**config.mk**
```make
export PLATFORM = sky130hd
export DESIGN_NAME = rx_ring_mgr
export DESIGN_NICKNAME = d
export VERILOG_FILES = /design/src/rtl/rxr_pkg.sv /design/src/rtl/rxr_admit.sv /design/src/rtl/rxr_ring_ptr.sv /design/src/rtl/rxr_wb_fmt.sv /design/src/rtl/rx_ring_mgr.sv
export SDC_FILE = /design/constraint.sdc
export NUM_CORES = 1
export LEC_CHECK = 0
export ABC_AREA = 0
export BUFFER_PORTS_ARGS = -buffer_cell sky130_fd_sc_hd__buf_2
export CAP_MARGIN = 15
export CORE_UTILIZATION = 40
export DETAILED_ROUTE_END_ITERATION = 12
export GPL_ROUTABILITY_DRIVEN = 0
export PLACE_DENSITY = 0.61
export SLEW_MARGIN = 20
export SYNTH_ARGS = -nofsm -noshare
export SYNTH_HDL_FRONTEND = slang
export SYNTH_SLANG_ARGS = --single-unit
```
**constraint.sdc**
```tcl
create_clock -name clk -period 6.9 [get_ports clk]
set_input_delay 0.345 -clock clk [delete_from_list [all_inputs] [get_ports clk]]
set_output_delay 0.345 -clock clk [all_outputs]
set_load 0.1 [all_outputs]
```
**src/rtl/rxr_pkg.sv**
```systemverilog
// Shared definitions for the receive descriptor ring manager.
// Assumes 16-byte descriptors of four 32-bit little-endian-ordered words.
package rxr_pkg;
    localparam int LEN_W     = 14;   // byte-count field width
    localparam int OWN_BIT   = 31;   // 1 = controller owns the descriptor
    localparam int EOR_BIT   = 30;   // last descriptor in the ring
    localparam int TRUNC_BIT = 21;   // written-back truncation flag
    localparam int BUF_AW    = 64;   // buffer address width
    localparam int DESC_SH   = 4;    // log2 of descriptor size in bytes
    localparam int ALIGN_SH  = 8;    // log2 of ring base alignment

    typedef enum logic [2:0] {
        S_OFF, S_IDLE, S_RD0, S_RDL, S_RDH, S_DMA, S_WB, S_HALT
    } rxr_state_t;
endpackage

```
**src/rtl/rxr_admit.sv**
```systemverilog
// Frame admission: decides whether an offered frame fits the receive limit.
// Assumes the limit is stable while a frame is offered.
module rxr_admit
    import rxr_pkg::*;
(
    input  logic [LEN_W-1:0] frm_len,
    input  logic [LEN_W-1:0] max_len,
    output logic             ok
);
    // Accept only when a limit is set and the frame does not exceed it.
    always_comb ok = (max_len != '0) && (frm_len <= max_len);
endmodule

```
**src/rtl/rxr_ring_ptr.sv**
```systemverilog
// Ring position keeper: holds the ring base and the current descriptor index
// and forms the byte address of the current descriptor.
// Assumes the base is 256-byte aligned when loaded.
module rxr_ring_ptr
    import rxr_pkg::*;
#(
    parameter int ADDR_W   = 64,
    parameter int MAX_DESC = 1024
) (
    input  logic              clk,
    input  logic              rst_n,
    input  logic              load,
    input  logic [ADDR_W-1:0] base_in,
    input  logic              advance,
    input  logic              wrap,
    output logic [ADDR_W-1:0] desc_addr
);
    localparam int IDX_W = (MAX_DESC > 1) ? $clog2(MAX_DESC) : 1;

    logic [ADDR_W-1:0] base_q;
    logic [IDX_W-1:0]  idx_q;

    // Load the base on start; step or return to the base after each descriptor.
    always_ff @(posedge clk) begin
        if (!rst_n) begin
            base_q <= '0;
            idx_q  <= '0;
        end else if (load) begin
            base_q <= base_in;
            idx_q  <= '0;
        end else if (advance) begin
            if (wrap || idx_q == IDX_W'(MAX_DESC - 1))
                idx_q <= '0;
            else
                idx_q <= idx_q + 1'b1;
        end
    end

    // Descriptor address is the base plus index times sixteen.
    always_comb desc_addr = base_q + (ADDR_W'(idx_q) << DESC_SH);
endmodule

```
**src/rtl/rxr_wb_fmt.sv**
```systemverilog
// Completion formatter: clips the frame to the buffer and builds the
// control word handed back to the host.
// Assumes size and length are byte counts of LEN_W bits.
module rxr_wb_fmt
    import rxr_pkg::*;
(
    input  logic [LEN_W-1:0] frame_len,
    input  logic [LEN_W-1:0] buf_size,
    input  logic             eor,
    output logic [LEN_W-1:0] xfer_len,
    output logic [31:0]      wb_word
);
    logic trunc;

    // Clip the transfer to the buffer and flag when clipping happened.
    always_comb begin
        trunc    = frame_len > buf_size;
        xfer_len = trunc ? buf_size : frame_len;
    end

    // Ownership back to host, ring-end kept, flag and count inserted.
    always_comb begin
        wb_word              = '0;
        wb_word[EOR_BIT]     = eor;
        wb_word[TRUNC_BIT]   = trunc;
        wb_word[LEN_W-1:0]   = xfer_len;
    end
endmodule

```
**src/rtl/rx_ring_mgr.sv**
```systemverilog
// Receive descriptor ring manager: per frame, fetches the current descriptor,
// checks ownership, hands the buffer to the write DMA and writes status back.
// Halts on a host-owned descriptor until restarted. Assumes one outstanding
// memory request at a time and read data valid with mem_ack.
module rx_ring_mgr
    import rxr_pkg::*;
#(
    parameter int ADDR_W   = 64,
    parameter int MAX_DESC = 1024
) (
    input  logic              clk,
    input  logic              rst_n,
    input  logic              start,
    input  logic [ADDR_W-1:0] ring_base,
    input  logic [LEN_W-1:0]  max_rx_len,
    input  logic              restart,
    input  logic              frm_valid,
    input  logic [LEN_W-1:0]  frm_len,
    output logic              frm_ready,
    output logic              frm_drop,
    output logic              mem_req,
    output logic              mem_we,
    output logic [ADDR_W-1:0] mem_addr,
    output logic [31:0]       mem_wdata,
    input  logic              mem_ack,
    input  logic [31:0]       mem_rdata,
    output logic              dma_req,
    output logic [BUF_AW-1:0] dma_addr,
    output logic [LEN_W-1:0]  dma_len,
    input  logic              dma_done,
    output logic              rdu_irq,
    output logic              halted,
    output logic              base_err
);
    rxr_state_t        st;
    logic [LEN_W-1:0]  len_q, size_q;
    logic              eor_q;
    logic [31:0]       lo_q, hi_q;
    logic              admit_ok, base_ok, ptr_load, ptr_adv;
    logic [ADDR_W-1:0] desc_addr;
    logic [31:0]       wb_word;

    always_comb base_ok  = (ring_base[ALIGN_SH-1:0] == '0);
    always_comb ptr_load = (st == S_OFF) && start && base_ok;
    always_comb ptr_adv  = (st == S_WB) && mem_ack;

    rxr_admit u_admit (
        .frm_len (frm_len),
        .max_len (max_rx_len),
        .ok      (admit_ok)
    );

    rxr_ring_ptr #(.ADDR_W(ADDR_W), .MAX_DESC(MAX_DESC)) u_ptr (
        .clk       (clk),
        .rst_n     (rst_n),
        .load      (ptr_load),
        .base_in   (ring_base),
        .advance   (ptr_adv),
        .wrap      (eor_q),
        .desc_addr (desc_addr)
    );

    rxr_wb_fmt u_fmt (
        .frame_len (len_q),
        .buf_size  (size_q),
        .eor       (eor_q),
        .xfer_len  (dma_len),
        .wb_word   (wb_word)
    );

    // Sequencer: admission, three descriptor reads, DMA, write-back, halt.
    always_ff @(posedge clk) begin
        if (!rst_n) begin
            st       <= S_OFF;
            len_q    <= '0;
            size_q   <= '0;
            eor_q    <= 1'b0;
            lo_q     <= '0;
            hi_q     <= '0;
            base_err <= 1'b0;
            rdu_irq  <= 1'b0;
            frm_drop <= 1'b0;
        end else begin
            rdu_irq  <= 1'b0;
            frm_drop <= 1'b0;
            case (st)
                S_OFF: if (start) begin
                    base_err <= !base_ok;
                    if (base_ok) st <= S_IDLE;
                end
                S_IDLE: if (frm_valid) begin
                    if (admit_ok) begin
                        len_q <= frm_len;
                        st    <= S_RD0;
                    end else begin
                        frm_drop <= 1'b1;
                    end
                end
                S_RD0: if (mem_ack) begin
                    if (!mem_rdata[OWN_BIT]) begin
                        rdu_irq <= 1'b1;
                        st      <= S_HALT;
                    end else begin
                        eor_q  <= mem_rdata[EOR_BIT];
                        size_q <= mem_rdata[LEN_W-1:0];
                        st     <= S_RDL;
                    end
                end
                S_RDL: if (mem_ack) begin
                    lo_q <= mem_rdata;
                    st   <= S_RDH;
                end
                S_RDH: if (mem_ack) begin
                    hi_q <= mem_rdata;
                    st   <= S_DMA;
                end
                S_DMA:  if (dma_done) st <= S_WB;
                S_WB:   if (mem_ack)  st <= S_IDLE;
                S_HALT: if (restart)  st <= S_RD0;
                default: st <= S_OFF;
            endcase
        end
    end

    // Port outputs decoded from the sequencer state.
    always_comb begin
        frm_ready = (st == S_IDLE);
        halted    = (st == S_HALT);
        dma_req   = (st == S_DMA);
        dma_addr  = {hi_q, lo_q};
        mem_req   = (st == S_RD0) || (st == S_RDL) || (st == S_RDH) || (st == S_WB);
        mem_we    = (st == S_WB);
        mem_wdata = (st == S_WB) ? wb_word : '0;
        case (st)
            S_RDL:   mem_addr = desc_addr + ADDR_W'(8);
            S_RDH:   mem_addr = desc_addr + ADDR_W'(12);
            default: mem_addr = desc_addr;
        endcase
    end
endmodule

```
==> metrics.txt <==
Vias around 12000; PortBufs roughly 300; Max Cap Viol 0; cells resized by post-CTS repair 0; worst skew pair latency 450 ps; Post-synth EDFFs 0; chip width around 170 um; Ports around 310; vias in the first global route roughly 11000; Main synth FF type dfxtp_1; first-pass GRT wire length just under 60000 um; Synth warnings 0; CTS tree yes; Sw Pwr 0.635 mW; outcome complete, no violations; overall power ~2.3 mW; switch share approximately 28%; Syn-to-layout area delta 19.3%; Die Y around 170 um; Hold WC Path Type in -> reg; share of power burned in registers 44.6%; maximum vdd ir drop approximately 0.15 mV; Setup crit start kind register; post-synth cell types a little over 80; R2R Setup Slk 4300 ps; share of the synthesized area in the top cell type between 20 and 30%; largest area contributor in the netlist dfxtp_1; Hold Fails Final Rpt 0; slowest CP cell nor4_1; most used cell, CP nor4_1; commonest cells after routing, fill and taps aside 366 x nand2_1, 295 x buf_2, 173 x dfxtp_1; H-tree lvl count 4; Slew Limit Fails 0; crit path DAT around 5300 ps; setup tns final 0 ps; # clock sinks ~170; Worst-path clk slew 90 ps; Crit path largest cell delay slightly below 800 ps; WS Path Type reg -> out; initial antenna violation count 3; drt drc 0; WP data required 6550 ps; Core ar. ~29000 um^2; First-pass DRT Iterations 8; Initial Utilization approximately two fifths; actual slew at the worst max-slew pin approximately 1100 ps; register bit count reported by yosys 173; min-delay src ring_base[9]; clock skew ~17 ps; FFs w/ async S/R, synth 0%; syn_area_per_cell about 7.5 um^2; top cells by area, synth dfxtp_1 30%, nand2_1 12%, a21boi_0 8.8%, xnor2_1 5.1%, ha_1 4.5%; Finished Cell Area between 10000 and 15000 um^2; Post-Layout Cell Count roughly 2200; RSZ-0062 raised after global routing no; Endpoint, Worst Hold u_ptr.base_q[9]; layout cells sized above 1 between 20% and 30%; Clock Tree Buf Depth 2; fin crit share about 81%; largest net degree at the start of global routing 98; cell row count 62; critical-path cell list ha_1 > a21o_1 > or2_2 > nor4_1 > nor4_1 > xnor2_1 > nor2_1 > nand4_1 > or4_1 > nor4_1 > mux2i_1 > buf_2; Reg-to-Reg End u_ptr.idx_q[7]; Final setup viols 0; number of DRC markers in iteration 0 985; Avg Vias per Cell approximately 5.4; hold path depth 3; HPWL Detailed 29000 um; Lkg Pwr ~5.5 nW; overall routing resource usage roughly a quarter; Gate Count Post-Synth between 1500 and 2000; Slew HR 24.6%; Achievable Freq 179 MHz; Worst Reg-to-Reg Cells 6; Final Net Count just under 2000; drt total wl around 38000 um; Routed WL per cell 17.4 um; Clk network pwr share between 40% and 50%; DP Cell Count 2154; r2r startpoint st[1]; hold_buf cts 0; area post-placement between 10000 and 15000 um^2; Routed Antenna Nets 0; Root Buffer clkbuf_16; power density over the cells 163 nW/um^2; post-synthesis cell area between 10000 and 15000 um^2; part of the Yosys area used for sequential elements between 20% and 30%; Overflow after GRT 0; power share of the combinational group a little under a tenth; crit path capture type output port; Crit Path Max Fanout 9; post-CTS setup buffer count 0; Tmin final about 5600 ps; commonest non-fill, non-tap cell in the layout nand2_1; number of buffers created by CTS 17; Internal Pwr Total approximately 1.6 mW; die area around 30000 um^2
==> sequential cells by signal, summed over array words and instances, names as in the netlist <==
register / cells
frm_drop: 1
u_ptr.base_q: 64
eor_q: 1
rdu_irq: 1
base_err: 1
lo_q: 32
size_q: 14
st: 3
len_q: 14
u_ptr.idx_q: 10
hi_q: 32
==> critical path, delay by kind of cell, from the launching register on <==
kind / cells / cell delay, ps
multiplexers: 1 / 230
adder cells (fa/ha/maj): 1 / 440
buffers and inverters: 1 / 450
XOR/XNOR: 1 / 250
flip-flops: 1 / 340
AND/OR/NAND/NOR: 7 / 2790
AO/OA/AOI/OAI: 1 / 300
==> area by class of cell <==
| class | instances | area (um^2) |
|---|---|---|
| clock inverter | 14 | 181 |
| clock buffer | 18 | 429 |
| sequential | 173 | 3460 |
| multi-input combinational | 1242 | 7600 |
| antenna | 1 | 2.50 |
| tap | 384 | 480 |
| fill | 2941 | 14800 |
| inverter | 51 | 191 |
| timing repair buffer | 304 | 1540 |
==> power groups by stage <==
stage                     Clock [mW]  Combinational, mW  Sequential [mW]
after floorplan                    0              0.151             1.03
after global placement             0              0.213             1.03
after detailed placement           0              0.213             1.03
final                           1.04              0.213             1.01
after CTS                       1.06              0.214             1.01
after global routing            1.10              0.229             1.01
==> Yosys cell counts (all sizes together) (10+ instances only) <==
cell / number
or3: 15
ha: 42
mux2: 16
clkbuf: 58
buf: 36
dfxtp: 173
inv: 51
xor2: 35
nor2: 85
a21o: 13
and3: 23
and2: 31
nor3: 50
nand2: 368
a211oi: 10
a21oi: 45
nand3: 61
o21ai: 36
nor4: 35
xnor2: 68
nand4: 37
a21boi: 138
==> worst max path at each step <==
stage	startpoint	end	slack, ps	cells past startpoint
after floorplan	u_ptr.idx_q[0]	mem_addr[61]	1410	13
after global placement	u_ptr.idx_q[9]	mem_addr[61]	1880	11
after detailed placement	u_ptr.idx_q[9]	mem_addr[61]	1780	12
after CTS	u_ptr.idx_q[9]	mem_addr[61]	1300	11
after global routing	u_ptr.idx_q[0]	mem_addr[61]	940	14
final	u_ptr.idx_q[8]	mem_addr[61]	1310	12
==> metrics by stage <==
step | util, % | hold slack (ps) | setup WS [ps]
after floorplan | - | 421 | 1410
after global placement | 46.3 | 448 | 1880
after detailed placement | 46.3 | 454 | 1780
after CTS | 48.4 | 128 | 1300
after global routing | 48.4 | 134 | 936
final | 48.4 | 143 | 1310
==> per-layer routing <==
layer	vias to the layer above	track usage, %	routed length, um
li1	5815	-	-
met1	5457	32.0	16600
met2	495	41.5	17600
met3	56	5.98	2900
met4	4	7.70	915
met5	-	0	26
==> logic make-up after synthesis <==
logic type	share of synthesized area (%)
xor gates and xnor gates	7.75
and+or+nand+nor	31.6
buffers and inverters	5.54
other	0.0322
adders and majority gates	4.68
AOI/OAI and AO/OA	18.6
muxes	2.06
DFF	29.7
(Power assumes the default switching activity.)
